==> src/rtl/rpd_pkg.sv <==
package rpd_pkg;
  typedef enum logic [1:0] {
    SH_IDLE  = 2'd0,
    SH_LO    = 2'd1,
    SH_HI    = 2'd2,
    SH_LATCH = 2'd3
  } sh_state_t;
endpackage

==> src/rtl/rpd_capture.sv <==
module rpd_capture #(
  parameter int COLS = 32,
  parameter int IW   = 8,
  parameter int NCH  = 3
) (
  input  logic                    clk,
  input  logic                    rst_n,
  input  logic                    in_valid,
  input  logic [NCH*IW-1:0]       in_pix,
  input  logic [1:0]              bank_full,
  output logic                    in_ready,
  output logic                    wr_en,
  output logic                    wr_last,
  output logic                    wr_bank,
  output logic [$clog2(COLS)-1:0] wr_col,
  output logic [NCH-1:0]          wr_bits
);
  localparam int CW = $clog2(COLS);

  logic [CW-1:0] col_q, col_d;
  logic [IW-1:0] ref_q, ref_d;
  logic          bank_q, bank_d;
  logic          last_col;

  assign in_ready = ~bank_full[bank_q];
  assign wr_en    = in_valid & in_ready;
  assign last_col = (col_q == CW'(COLS - 1));
  assign wr_last  = last_col;
  assign wr_bank  = bank_q;
  assign wr_col   = col_q;

  for (genvar ch = 0; ch < NCH; ch++) begin : g_cmp
    assign wr_bits[ch] = (in_pix[ch*IW +: IW] > ref_q);
  end

  always_comb begin
    col_d  = col_q;
    ref_d  = ref_q;
    bank_d = bank_q;
    if (wr_en) begin
      if (last_col) begin
        col_d  = '0;
        ref_d  = ref_q + IW'(1);
        bank_d = ~bank_q;
      end else begin
        col_d = col_q + CW'(1);
      end
    end
  end

  always_ff @(posedge clk or negedge rst_n) begin
    if (!rst_n) begin
      col_q  <= '0;
      ref_q  <= '0;
      bank_q <= 1'b0;
    end else if (wr_en) begin
      col_q  <= col_d;
      ref_q  <= ref_d;
      bank_q <= bank_d;
    end
  end


  ref_step_chk: assert property (@(posedge clk) disable iff (!rst_n)
    (wr_en && last_col) |=> (ref_q == IW'($past(ref_q) + IW'(1))));


  col_hold_chk: assert property (@(posedge clk) disable iff (!rst_n)
    !wr_en |=> $stable(col_q));
endmodule

==> src/rtl/rpd_bank_store.sv <==
module rpd_bank_store #(
  parameter int COLS = 32,
  parameter int NCH  = 3
) (
  input  logic                    clk,
  input  logic                    rst_n,
  input  logic                    wr_en,
  input  logic                    wr_last,
  input  logic                    wr_bank,
  input  logic [$clog2(COLS)-1:0] wr_col,
  input  logic [NCH-1:0]          wr_bits,
  input  logic                    rd_bank,
  input  logic [$clog2(COLS)-1:0] rd_col,
  input  logic                    rel_en,
  output logic [1:0]              full,
  output logic [NCH-1:0]          rd_bits
);
  logic [1:0]       full_q, full_d;
  logic [2*NCH-1:0] rd_all;

  for (genvar b = 0; b < 2; b++) begin : g_bank
    for (genvar ch = 0; ch < NCH; ch++) begin : g_ch
      logic [COLS-1:0] row_q;
      logic            row_we;
      assign row_we = wr_en && (wr_bank == 1'(b));
      always_ff @(posedge clk or negedge rst_n) begin
        if (!rst_n) begin
          row_q <= '0;
        end else if (row_we) begin
          row_q[wr_col] <= wr_bits[ch];
        end
      end
      assign rd_all[b*NCH + ch] = row_q[rd_col];
    end
  end

  for (genvar ch = 0; ch < NCH; ch++) begin : g_rd
    assign rd_bits[ch] = rd_bank ? rd_all[NCH + ch] : rd_all[ch];
  end

  always_comb begin
    full_d = full_q;
    if (wr_en && wr_last) full_d[wr_bank] = 1'b1;
    if (rel_en)           full_d[rd_bank] = 1'b0;
  end

  always_ff @(posedge clk or negedge rst_n) begin
    if (!rst_n) full_q <= 2'b00;
    else        full_q <= full_d;
  end

  assign full = full_q;


  no_overwrite_chk: assert property (@(posedge clk) disable iff (!rst_n)
    wr_en |-> !full_q[wr_bank]);


  release_full_chk: assert property (@(posedge clk) disable iff (!rst_n)
    rel_en |-> full_q[rd_bank]);
endmodule

==> src/rtl/rpd_shifter.sv <==
module rpd_shifter
  import rpd_pkg::*;
#(
  parameter int COLS = 32,
  parameter int NCH  = 3
) (
  input  logic                    clk,
  input  logic                    rst_n,
  input  logic [1:0]              bank_full,
  input  logic [NCH-1:0]          rd_bits,
  output logic                    rd_bank,
  output logic [$clog2(COLS)-1:0] rd_col,
  output logic                    rel_en,
  output logic [NCH-1:0]          ser_data,
  output logic                    ser_clk,
  output logic                    ser_latch,
  output logic                    disp_en
);
  localparam int CW = $clog2(COLS);

  sh_state_t     state_q, state_d;
  logic [CW-1:0] bit_q, bit_d;
  logic          rd_q, rd_d;
  logic          shifting;

  always_comb begin
    state_d = state_q;
    bit_d   = bit_q;
    rd_d    = rd_q;
    unique case (state_q)
      SH_IDLE: begin
        if (bank_full[rd_q]) begin
          state_d = SH_LO;
          bit_d   = '0;
        end
      end
      SH_LO: state_d = SH_HI;
      SH_HI: begin
        if (bit_q == CW'(COLS - 1)) begin
          state_d = SH_LATCH;
        end else begin
          state_d = SH_LO;
          bit_d   = bit_q + CW'(1);
        end
      end
      SH_LATCH: begin
        state_d = SH_IDLE;
        rd_d    = ~rd_q;
      end
      default: state_d = SH_IDLE;
    endcase
  end

  always_ff @(posedge clk or negedge rst_n) begin
    if (!rst_n) begin
      state_q <= SH_IDLE;
      bit_q   <= '0;
      rd_q    <= 1'b0;
    end else begin
      state_q <= state_d;
      bit_q   <= bit_d;
      rd_q    <= rd_d;
    end
  end

  assign shifting  = (state_q == SH_LO) || (state_q == SH_HI);
  assign rd_bank   = rd_q;
  assign rd_col    = bit_q;
  assign rel_en    = (state_q == SH_LATCH);
  assign ser_data  = shifting ? rd_bits : '0;
  assign ser_clk   = (state_q == SH_HI);
  assign ser_latch = (state_q == SH_LATCH);
  assign disp_en   = (state_q == SH_IDLE);


  shift_from_full_chk: assert property (@(posedge clk) disable iff (!rst_n)
    shifting |-> bank_full[rd_q]);


  data_stable_chk: assert property (@(posedge clk) disable iff (!rst_n)
    ser_clk |-> $stable(ser_data));


  latch_after_clk_chk: assert property (@(posedge clk) disable iff (!rst_n)
    $rose(ser_latch) |-> $past(ser_clk));


  enable_after_latch_chk: assert property (@(posedge clk) disable iff (!rst_n)
    $rose(disp_en) |-> $past(ser_latch));
endmodule

==> src/rtl/rgb_row_pwm_driver.sv <==
module rgb_row_pwm_driver #(
  parameter int COLS = 32,
  parameter int IW   = 8,
  parameter int NCH  = 3
) (
  input  logic              clk,
  input  logic              rst_n,
  input  logic              in_valid,
  output logic              in_ready,
  input  logic [NCH*IW-1:0] in_pix,
  output logic [NCH-1:0]    ser_data,
  output logic              ser_clk,
  output logic              ser_latch,
  output logic              disp_en
);
  localparam int CW = $clog2(COLS);

  logic          wr_en, wr_last, wr_bank, rd_bank, rel_en;
  logic [CW-1:0] wr_col, rd_col;
  logic [NCH-1:0] wr_bits, rd_bits;
  logic [1:0]    full;

  rpd_capture #(.COLS(COLS), .IW(IW), .NCH(NCH)) u_capture (
    .clk(clk), .rst_n(rst_n), .in_valid(in_valid), .in_pix(in_pix),
    .bank_full(full), .in_ready(in_ready), .wr_en(wr_en), .wr_last(wr_last),
    .wr_bank(wr_bank), .wr_col(wr_col), .wr_bits(wr_bits)
  );

  rpd_bank_store #(.COLS(COLS), .NCH(NCH)) u_store (
    .clk(clk), .rst_n(rst_n), .wr_en(wr_en), .wr_last(wr_last),
    .wr_bank(wr_bank), .wr_col(wr_col), .wr_bits(wr_bits),
    .rd_bank(rd_bank), .rd_col(rd_col), .rel_en(rel_en),
    .full(full), .rd_bits(rd_bits)
  );

  rpd_shifter #(.COLS(COLS), .NCH(NCH)) u_shifter (
    .clk(clk), .rst_n(rst_n), .bank_full(full), .rd_bits(rd_bits),
    .rd_bank(rd_bank), .rd_col(rd_col), .rel_en(rel_en),
    .ser_data(ser_data), .ser_clk(ser_clk), .ser_latch(ser_latch),
    .disp_en(disp_en)
  );


  blank_during_shift_chk: assert property (@(posedge clk) disable iff (!rst_n)
    (ser_clk || ser_latch) |-> !disp_en);
endmodule

==> config.mk <==
export PLATFORM = sky130hd
export DESIGN_NAME = rgb_row_pwm_driver
export DESIGN_NICKNAME = d
export VERILOG_FILES = /design/src/rtl/rpd_pkg.sv /design/src/rtl/rpd_capture.sv /design/src/rtl/rpd_bank_store.sv /design/src/rtl/rpd_shifter.sv /design/src/rtl/rgb_row_pwm_driver.sv
export SDC_FILE = /design/constraint.sdc
export NUM_CORES = 1
export LEC_CHECK = 0
export ABC_AREA = 1
export BUFFER_PORTS_ARGS = -buffer_cell sky130_fd_sc_hd__buf_4
export CORE_MARGIN = 1
export CORE_UTILIZATION = 44
export CTS_CLUSTER_SIZE = 10
export DETAILED_ROUTE_END_ITERATION = 10
export SLEW_MARGIN = 20
export SYNTH_ARGS = -nofsm -noshare
export SYNTH_HDL_FRONTEND = slang
export SYNTH_SLANG_ARGS = --single-unit
export TNS_END_PERCENT = 1
==> constraint.sdc <==
create_clock -name clk -period 5.27 [get_ports clk]
set_input_delay 0 -clock clk [delete_from_list [all_inputs] [get_ports clk]]
set_output_delay 0 -clock clk [all_outputs]
set_load 0.03 [all_outputs]
## After elaboration in Yosys (flattened, before gate mapping)

Cells that the tools add are included.

| operators by class | value |
|---|---|
| magnitude comparators | 10 |
| equal/unequal tests | 7 |
| reduce and logical (&&, ||, !) cells | 11 |
| bitwise gates (word level) | 7 |
| multiplexer cells | 41 |
| $add $sub $neg | 3 |

Operators with widths:

| operator | count |
|---|---|
| $bwmux W32 | 6 |
| $bmux W1 S5 | 6 |
| $gt A8 B8 Y1 | 3 |
| $mux W1 | 16 |
| $mux W5 | 3 |
| $lt A5 B6 Y1 const B | 2 |
| $add A5 B1 Y5 const B | 2 |
| $eq A5 B5 Y1 const B | 2 |
| $pmux W5 S2 | 1 |
| $add A8 B1 Y8 const B | 1 |
| $mux W2 | 4 |
| $pmux W2 S4 | 1 |
| $logic_and A1 B1 Y1 | 6 |
| $demux W1 S5 | 1 |
| $ge A5 B1 Y1 const B | 1 |
| $eq A2 B2 Y1 const B | 2 |
| $lt A1 B2 Y1 const B | 2 |
| $mux W3 | 1 |
| $not A1 Y1 | 3 |
| $reduce_and A3 Y1 | 1 |
| $and A2 B2 Y2 | 1 |
| $demux W1 S1 | 2 |
| $eq A2 B1 Y1 const B | 1 |
| $ge A1 B1 Y1 const B | 2 |
| 9 further kinds | 9 |

| storage, ports and cells | value |
|---|---|
| register bits after elaboration | 216 |
| bits of input ports | 27 |
| word-level logic and storage cells | 92 |

## Longest topological paths before layout

Gate-level depths: netlist of the first run.

| depth | value |
|---|---|
| depth after elaboration | 8 |
| depth in mapped cells | 11 |

## Cells and area by module

From an unflattened synthesis of the first run, not the netlist that was laid out.

| second synthesis, totals | value |
|---|---|
| cells, all modules | 1403 |
| area total of the unflattened synthesis | 10850.4 um^2 |

By module, submodules not included:

| module | instances | cells each | sequential area each (um^2) | area each (um^2) |
|---|---|---|---|---|
| rpd_bank_store | 1 | 1166 | 4854.7 | 9053.7 |
| rpd_capture | 1 | 175 | 350.3 | 1292.5 |
| rpd_shifter | 1 | 62 | 200.2 | 504.2 |

## Worst setup path before layout of the first run

OpenSTA, ideal clock, no wires.

| timing path | value |
|---|---|
| path type | register to output |
| from | register u_shifter.bit_q[0], in the netlist u_shifter.rd_col[0] |
| to | output ser_data[0] |
| stages on the path, launching flop included | 12 |
| slack | 3.394 ns |
| data arrival time | 1.876 ns |
| required time | 5.270 ns |
| cell sequence | dfrtp_1 > inv_1 > buf_2 > buf_1 > nand2_1 > nand2_1 > nand2_1 > nand3_1 > nand3_1 > nand2_1 > nand3_1 > a21oi_1 |

| between the ends | value |
|---|---|
| cells in the longest elaborated chain, start to end | 4 |

Ends and longest elaborated chain:

| what | RTL line | text |
|---|---|---|
| from (decl) | rpd_shifter.sv:22 | `logic [CW-1:0] bit_q, bit_d;` |
| from (signal assigned) | rpd_shifter.sv:61 | `bit_q <= bit_d;` |
| $bmux W1 S5 | rpd_bank_store.sv:33 | `assign rd_all[b*NCH + ch] = row_q[rd_col];` |
| $mux W1 (not written as such) | rpd_bank_store.sv:33 |  |
| $mux W1 (*) | rpd_bank_store.sv:38 | `assign rd_bits[ch] = rd_bank ? rd_all[NCH + ch] : rd_all[ch];` |
| $mux W3 (*) | rpd_shifter.sv:70 | `assign ser_data = shifting ? rd_bits : '0;` |
| to (decl) | rgb_row_pwm_driver.sv:11 | `output logic [NCH-1:0] ser_data,` |

Mark *: on every way between the ends. The rest lies on a longest branch, timed or not. The select of a mux whose other input is x is not followed.

## Final worst setup path of the first run

| timing path | value |
|---|---|
| from | register u_shifter.bit_q[0], in the netlist u_shifter.rd_col[0] |
| to | output ser_data[1] |

Same word-level chain as after synthesis.

==> results.sh, run 1 <==
export IMPL_outcome="completed"
export IMPL_maxCapViolCount=0
export IMPL_diodes=0
export IMPL_routed_wl_um=30500
export IMPL_ys_types=27
export IMPL_drc_errors=0
export IMPL_cts_tree="yes"
export IMPL_die_area_um2=25900
export IMPL_synth_top_area_share_pct=48.6
export IMPL_start_util_pct=45.3
export IMPL_synthCells=1422
export IMPL_grt_start_max_net_pins=123
export IMPL_required_ns=5.27
export IMPL_portBuffers=33
export IMPL_vias=9255
export IMPL_drive_gt1_share_pct=8.05
export IMPL_cp_arrival_ns=3.57
export IMPL_finalHoldViolCount=0
export IMPL_clockPowerShare_pct=25.8
export IMPL_max_stage_delay_ns=0.79
export IMPL_drtIter0Drc=877
export IMPL_syn_area_per_cell_um2=7.82
export IMPL_synthArstFlopShare_pct=100
export IMPL_power_leakage_nw=5.94
export IMPL_synth_flop_cell="dfrtp_1"
export IMPL_criticalPathCategory="reg2out"
export IMPL_period_share_pct=67.7
export IMPL_chipHeight_um=161
export IMPL_totalNegativeSetupSlack_ns=0
export IMPL_grt_overflow_total=0
export IMPL_maxSlewViolCount=0
export IMPL_fin_cells=1765
export IMPL_dp_cells=1726
export IMPL_synth_seq_cells=216
export IMPL_worstSetupStartpointType="flop"
export IMPL_synth_edff_count=0
export IMPL_drt_pass1_iter_count=5
export IMPL_cp_max_fo=51
export IMPL_grt_pass1_vias=8957
export IMPL_grt_pass1_wl_um=50100
export IMPL_vias_per_cell=5.24
export IMPL_cp_cell_sequence="inv_2 > buf_4 > nand2_1 > nand3_1 > nand3_1 > nand2_1 > nor2_1 > nand2_1 > nand3_1 > a21oi_1 > buf_4"
export IMPL_power_switching_mw=2.43
export IMPL_rows=57
export IMPL_hpwl_um=19500
export IMPL_cts_buffers=26
export IMPL_gp_congestion=0.861
export IMPL_critPathCaptureType="output port"
export IMPL_grt_antenna_before_repair=0
export IMPL_slowest_stage="inv_2"
export IMPL_finalClockSkew_ns=0.00838
export IMPL_finalNetCount=1494
export IMPL_clk_latency_ns=0.53
export IMPL_coreArea_um2=24500
export IMPL_peakVddDrop_v=0.000299
export IMPL_h_tree_depth=1
export IMPL_postCtsSetupRepairBufs=0
export IMPL_clockBufferDepth=3
export IMPL_seqPwrFrac_pct=41.3
export IMPL_synth_common_cells="nand2_1, dfrtp_1, o21ai_0"
export IMPL_utilization_pct=50.4
export IMPL_swShare_pct=39.0
export IMPL_syn_cell_area_um2=11100
export IMPL_rsz0062_at_grt="no"
export IMPL_min_path_type="in2async"
export IMPL_yosysSeqAreaShare_pct=48.6
export IMPL_synth_top_area_cell="dfrtp_1"
export IMPL_io_pins=34
export IMPL_min_period_ns=3.57
export IMPL_clkTransAtPathRegs_ns=0.06
export IMPL_area_delta_synth_final_pct=11.1
export IMPL_dieWidth_um=161
export IMPL_worst_pin_slew_ns=0.927
export IMPL_clock_sinks=216
export IMPL_antenna_left=0
export IMPL_synth_nets=1484
export IMPL_wire_per_inst_um=17.3
export IMPL_synthTopCellsByArea="dfrtp_1, nand2_1, o21ai_0, nand3_1, ha_1"
export IMPL_pwr_share_comb_pct=32.9
export IMPL_cts_resized=0
export IMPL_p_int_mw=3.80
export IMPL_yosysMostFrequentCell="nand2_1"
export IMPL_power_density_nw_per_um2=504
export IMPL_slew_headroom_pct=38.1
export IMPL_root_buffer="clkbuf_16"
export IMPL_finalSetupViolations=0
export IMPL_max_clock_freq_mhz=280
export IMPL_ys_warnings_count=0
export IMPL_grt_usage_pct=24.5
export IMPL_postCtsHoldBufs=2
[critical path, delay by kind of cell (launching register included)]
family	cells	cell delay, ns
flip-flops	1	0.68
AO/OA/AOI/OAI	1	0.27
AND/OR/NAND/NOR	7	0.67
buffers and inverters	3	1.40
[area by class of cell]
type / instances / area [µm²]
multi-input combinational: 1057 / 5110
clock buffer: 36 / 739
tap: 324 / 405
timing repair buffer: 44 / 355
inverter: 87 / 329
fill: 2450 / 12200
sequential: 216 / 5410
clock inverter: 1 / 5.00
[final timing paths]
kind | start | cells past startpoint | to | slack, ns
min in group clk | in_valid | 5 | u_capture.wr_col[2] | 0.46
worst max register to register | u_capture.wr_bank | 9 | u_store.g_bank[1].g_ch[2].row_q[7] | 2.60
max in group asynchronous | rst_n | 3 | u_shifter.rd_col[1] | 4.01
worst min register to register | u_store.g_bank[0].g_ch[1].row_q[17] | 2 | u_store.g_bank[0].g_ch[1].row_q[17] | 0.48
worst max-delay path | u_shifter.rd_col[0] | 11 | ser_data[1] | 1.70
worst min-delay path | rst_n | 2 | u_store.g_bank[1].g_ch[0].row_q[11] | 0.09
[metal layers]
metal	global-route usage (%)	routed length, µm
met3	3.75	1680
met5	0	0
met1	35.8	14400
met2	37.9	13700
met4	6.52	742
[state kept, by name, indices dropped and copies added (netlist names)]
name / count
u_store.full: 2
u_capture.wr_col: 5
u_shifter.rd_col: 5
u_capture.wr_bank: 1
u_store.g_bank.g_ch.row_q: 192
u_capture.ref_q: 8
u_shifter.state_q: 2
u_shifter.rd_bank: 1
[stage by stage]
stage / cell area [µm²] / power, mW / worst slack (ns) / hold slack [ns]
final: 12400 / 6.23 / 1.70 / 0.0871
after global routing: 12400 / 6.70 / 1.47 / 0.163
after CTS: 12400 / 6.27 / 1.70 / 0.124
after detailed placement: 11600 / 4.63 / 2.28 / 0.0712
after global placement: 11600 / 4.60 / 2.24 / 0.0811
after floorplan: 11100 / 3.99 / 3.39 / -0.296
[cells by family (layout without fill, tap and decap cells)]
| group | Yosys count | in the layout | share of synthesized area, % |
|---|---|---|---|
| simple gates | 737 | 737 | 28.4 |
| compound gates | 276 | 276 | 12.6 |
| flops | 216 | 216 | 48.6 |
| buf+inv | 149 | 168 | 5.75 |
| fa+ha+maj | 35 | 35 | 3.94 |
| xor+xnor | 9 | 9 | 0.709 |
[cell usage in the layout (no fill, tap or decap)]
cell type      Yosys  layout
o21ai_0          182     182
nor2_4             1       1
nor3_1             2       2
o211ai_1           4       4
buf_12             3       1
clkinv_2           0       1
xnor2_1            1       1
o21ai_1           51      48
dfrtp_2            0       2
clkbuf_1          44       6
nand3b_1           1       1
nand3_1          119     119
buf_8              0       1
dfrtp_1          216     214
clkbuf_16          0      27
inv_2              2       3
inv_1             84      83
nor2_1           109     109
nand2_2            4       4
nand2_1          473     473
nor2_8             1       1
ha_1              35      35
a21boi_4           1       1
inv_4              1       1
a21oi_1           37      37
xor2_1             8       8
buf_4              0      40
o22ai_1            1       1
nand2_4           27      27
o21ai_4            0       3
dlygate4sd3_1      0       2
clkbuf_8           0       3
[power groups by stage]
stage	clock network (mW)	registers, mW	logic (mW)
floorplan	0	2.44	1.56
global route	1.70	2.64	2.36
global placement	0	2.58	2.02
detailed placement	0	2.58	2.06
finish	1.61	2.57	2.05
CTS	1.64	2.57	2.06
Note: power is estimated with default switching activity, not from simulation.
==> run 2, diff against run 1 <==
==> constraint.sdc (replaced) <==
create_clock -name clk -period 3.46 [get_ports clk]
set_input_delay 0 -clock clk [delete_from_list [all_inputs] [get_ports clk]]
set_output_delay 0 -clock clk [all_outputs]
set_load 0.03 [all_outputs]
==> run 2 against run 1 <==
Against the previous run: first-iteration DRC count is 4.8% higher; sequential share of layout area is 0.22 points lower; sequential power is 51% higher; final area is 0.50% higher; global-route usage is 0.10 points higher; non-clock buffer count is 6 higher.
==> results.sh, run 2 (synthesis results as in run 1) <==
export IMPL_outcome="completed"
export IMPL_postCtsHoldBufs=2
export IMPL_grt_overflow_total=0
export IMPL_power_density_nw_per_um2=764
export IMPL_regArea_um2=5410
export IMPL_start_util_pct=45.3
export IMPL_grtUsageMet2_pct=38.6
export IMPL_finalPower_mw=9.48
export IMPL_clkTransAtPathRegs_ns=0.06
export IMPL_io_pins=34
export IMPL_top_register="u_store.g_bank.g_ch.row_q"
export IMPL_critPathCaptureType="output port"
export IMPL_drtIter0Drc=919
export IMPL_dieWidth_um=161
export IMPL_hpwl_um=19800
export IMPL_root_buffer="clkbuf_16"
export IMPL_portBuffers=33
export IMPL_required_ns=3.46
export IMPL_drc_errors=0
export IMPL_crit_family="buffers and inverters"
export IMPL_min_path_type="in2async"
export IMPL_gp_congestion=0.834
export IMPL_mostFrequentLayoutCells="nand2_1, dfrtp_1, o21ai_0"
export IMPL_cp_max_fo=24
export IMPL_maxSlewViolCount=0
export IMPL_grt_usage_pct=24.6
export IMPL_setup_ws_ns=0.532
export IMPL_layout_commonest_cell="nand2_1"
export IMPL_area_delta_synth_final_pct=11.6
export IMPL_chipHeight_um=161
export IMPL_clockBufferDepth=3
export IMPL_worstSetupStartpointType="flop"
export IMPL_vias_per_cell=5.33
export IMPL_cts_tree="yes"
export IMPL_cts_buffers=26
export IMPL_clock_sinks=216
export IMPL_multi_input_area_um2=5110
export IMPL_slew_headroom_pct=29.4
export IMPL_drive_gt1_share_pct=8.30
export IMPL_power_leakage_nw=5.97
export IMPL_grt_pass1_vias=9122
export IMPL_wire_per_inst_um=17.5
export IMPL_postCtsSetupRepairBufs=0
export IMPL_grt_antenna_before_repair=0
export IMPL_largest_reg_flops=192
export IMPL_nFillCells=2393
export IMPL_cp_buffers_inverters=3
export IMPL_h_tree_depth=1
export IMPL_cts_resized=0
export IMPL_rows=57
export IMPL_criticalPathCategory="reg2out"
export IMPL_routed_wl_um=30900
export IMPL_die_area_um2=25900
export IMPL_min_period_ns=2.93
export IMPL_grt_pass1_wl_um=50300
export IMPL_dp_slack_ns=0.929
export IMPL_grt_start_max_net_pins=98
export IMPL_vias=9427
export IMPL_cp_common_cell="nand3_1"
export IMPL_totalNegativeSetupSlack_ns=0
export IMPL_cp_arrival_ns=2.93
export IMPL_maxCapViolCount=0
export IMPL_diodes=0
export IMPL_finalClockSkew_ns=0.0174
export IMPL_biggestRegsByFlops="u_store.g_bank.g_ch.row_q: 192 flops, u_capture.ref_q: 8 flops"
export IMPL_period_share_pct=84.6
export IMPL_cp_cell_sequence="inv_2 > buf_12 > nor2_1 > o21ai_0 > nand3_1 > nand3_1 > nand2_1 > nand3_1 > a21oi_1 > buf_4"
export IMPL_finalNetCount=1500
export IMPL_max_stage_delay_ns=0.67
export IMPL_clk_latency_ns=0.53
export IMPL_max_clock_freq_mhz=342
export IMPL_top_usage_layer="met2"
export IMPL_grt_use_met3_pct=3.65
export IMPL_peakVddDrop_v=0.000454
export IMPL_rsz0062_at_grt="no"
export IMPL_coreArea_um2=24500
export IMPL_slowest_stage="dfrtp_2"
export IMPL_finalHoldViolCount=0
export IMPL_met1_usage_pct=35.9
export IMPL_finalSetupViolations=0
export IMPL_antenna_left=0
export IMPL_worst_pin_slew_ns=1.06
export IMPL_drt_pass1_iter_count=6
-- run 2: cell count changes in the layout (fill, tap and decap cells not counted) --
| cell | previous run | this run |
|---|---|---|
| buf_12 | 1 | 5 |
| clkinvlp_4 | 0 | 1 |
| buf_4 | 40 | 42 |
| clkbuf_8 | 3 | 0 |
-- run 2: through the flow --
stage / hold slack, ns / instances / instance area [µm²] / util, %
floorplan: -0.296 / 1422 / 11100 / -
detailed placement: 0.0976 / 1732 / 11700 / 47.6
CTS: 0.140 / 1769 / 12400 / 50.6
finish: 0.103 / 1769 / 12400 / 50.6
global placement: 0.0959 / 1732 / 11700 / 47.6
global route: 0.178 / 1769 / 12400 / 50.6
-- run 2: power breakdown --
group | internal [mW] | total (mW) | switching, mW
combinational | 1.04 | 3.21 | 2.17
sequential | 3.34 | 3.88 | 0.544
clock | 1.39 | 2.40 | 1.01
-- run 2: path summary, 6_finish.rpt --
kind,from,end,slack [ns],cells after the start
worst max register to register,u_capture.ref_q[6],u_store.g_bank[0].g_ch[1].row_q[24],0.91,8
min in group clk,in_pix[7],u_store.g_bank[1].g_ch[0].row_q[22],0.36,7
worst min register to register,u_store.g_bank[1].g_ch[0].row_q[9],u_store.g_bank[1].g_ch[0].row_q[9],0.48,2
worst min-delay path,rst_n,u_store.g_bank[1].g_ch[0].row_q[9],0.10,2
worst max-delay path,u_shifter.rd_col[1],ser_data[0],0.53,10
max in group asynchronous,rst_n,u_store.g_bank[1].g_ch[0].row_q[17],2.37,3
-- run 2: per-layer routing --
layer	vias up	share of wire, %
li1	4622	-
met1	4491	47
met2	277	45
met3	37	6.2
met4	0	1.8
met5	-	0
-- run 2: cell type report --
class | count | share of cell area (%)
inverter | 87 | 2.65
tap | 324 | 3.26
sequential | 216 | 43.5
clock buffer | 33 | 5.62
timing repair buffer | 50 | 3.63
clock inverter | 2 | 0.101
multi-input combinational | 1057 | 41.2
-- run 2: worst register-to-register path: stages (launching register included) --
cell and delay, ns:
dfrtp_1 0.38, inv_1 0.09, ha_1 0.27, nand2_1 0.06, nor2_1 0.14, nand3_1 0.14, o21ai_4 0.82, buf_4 0.41
o21ai_0 0.11
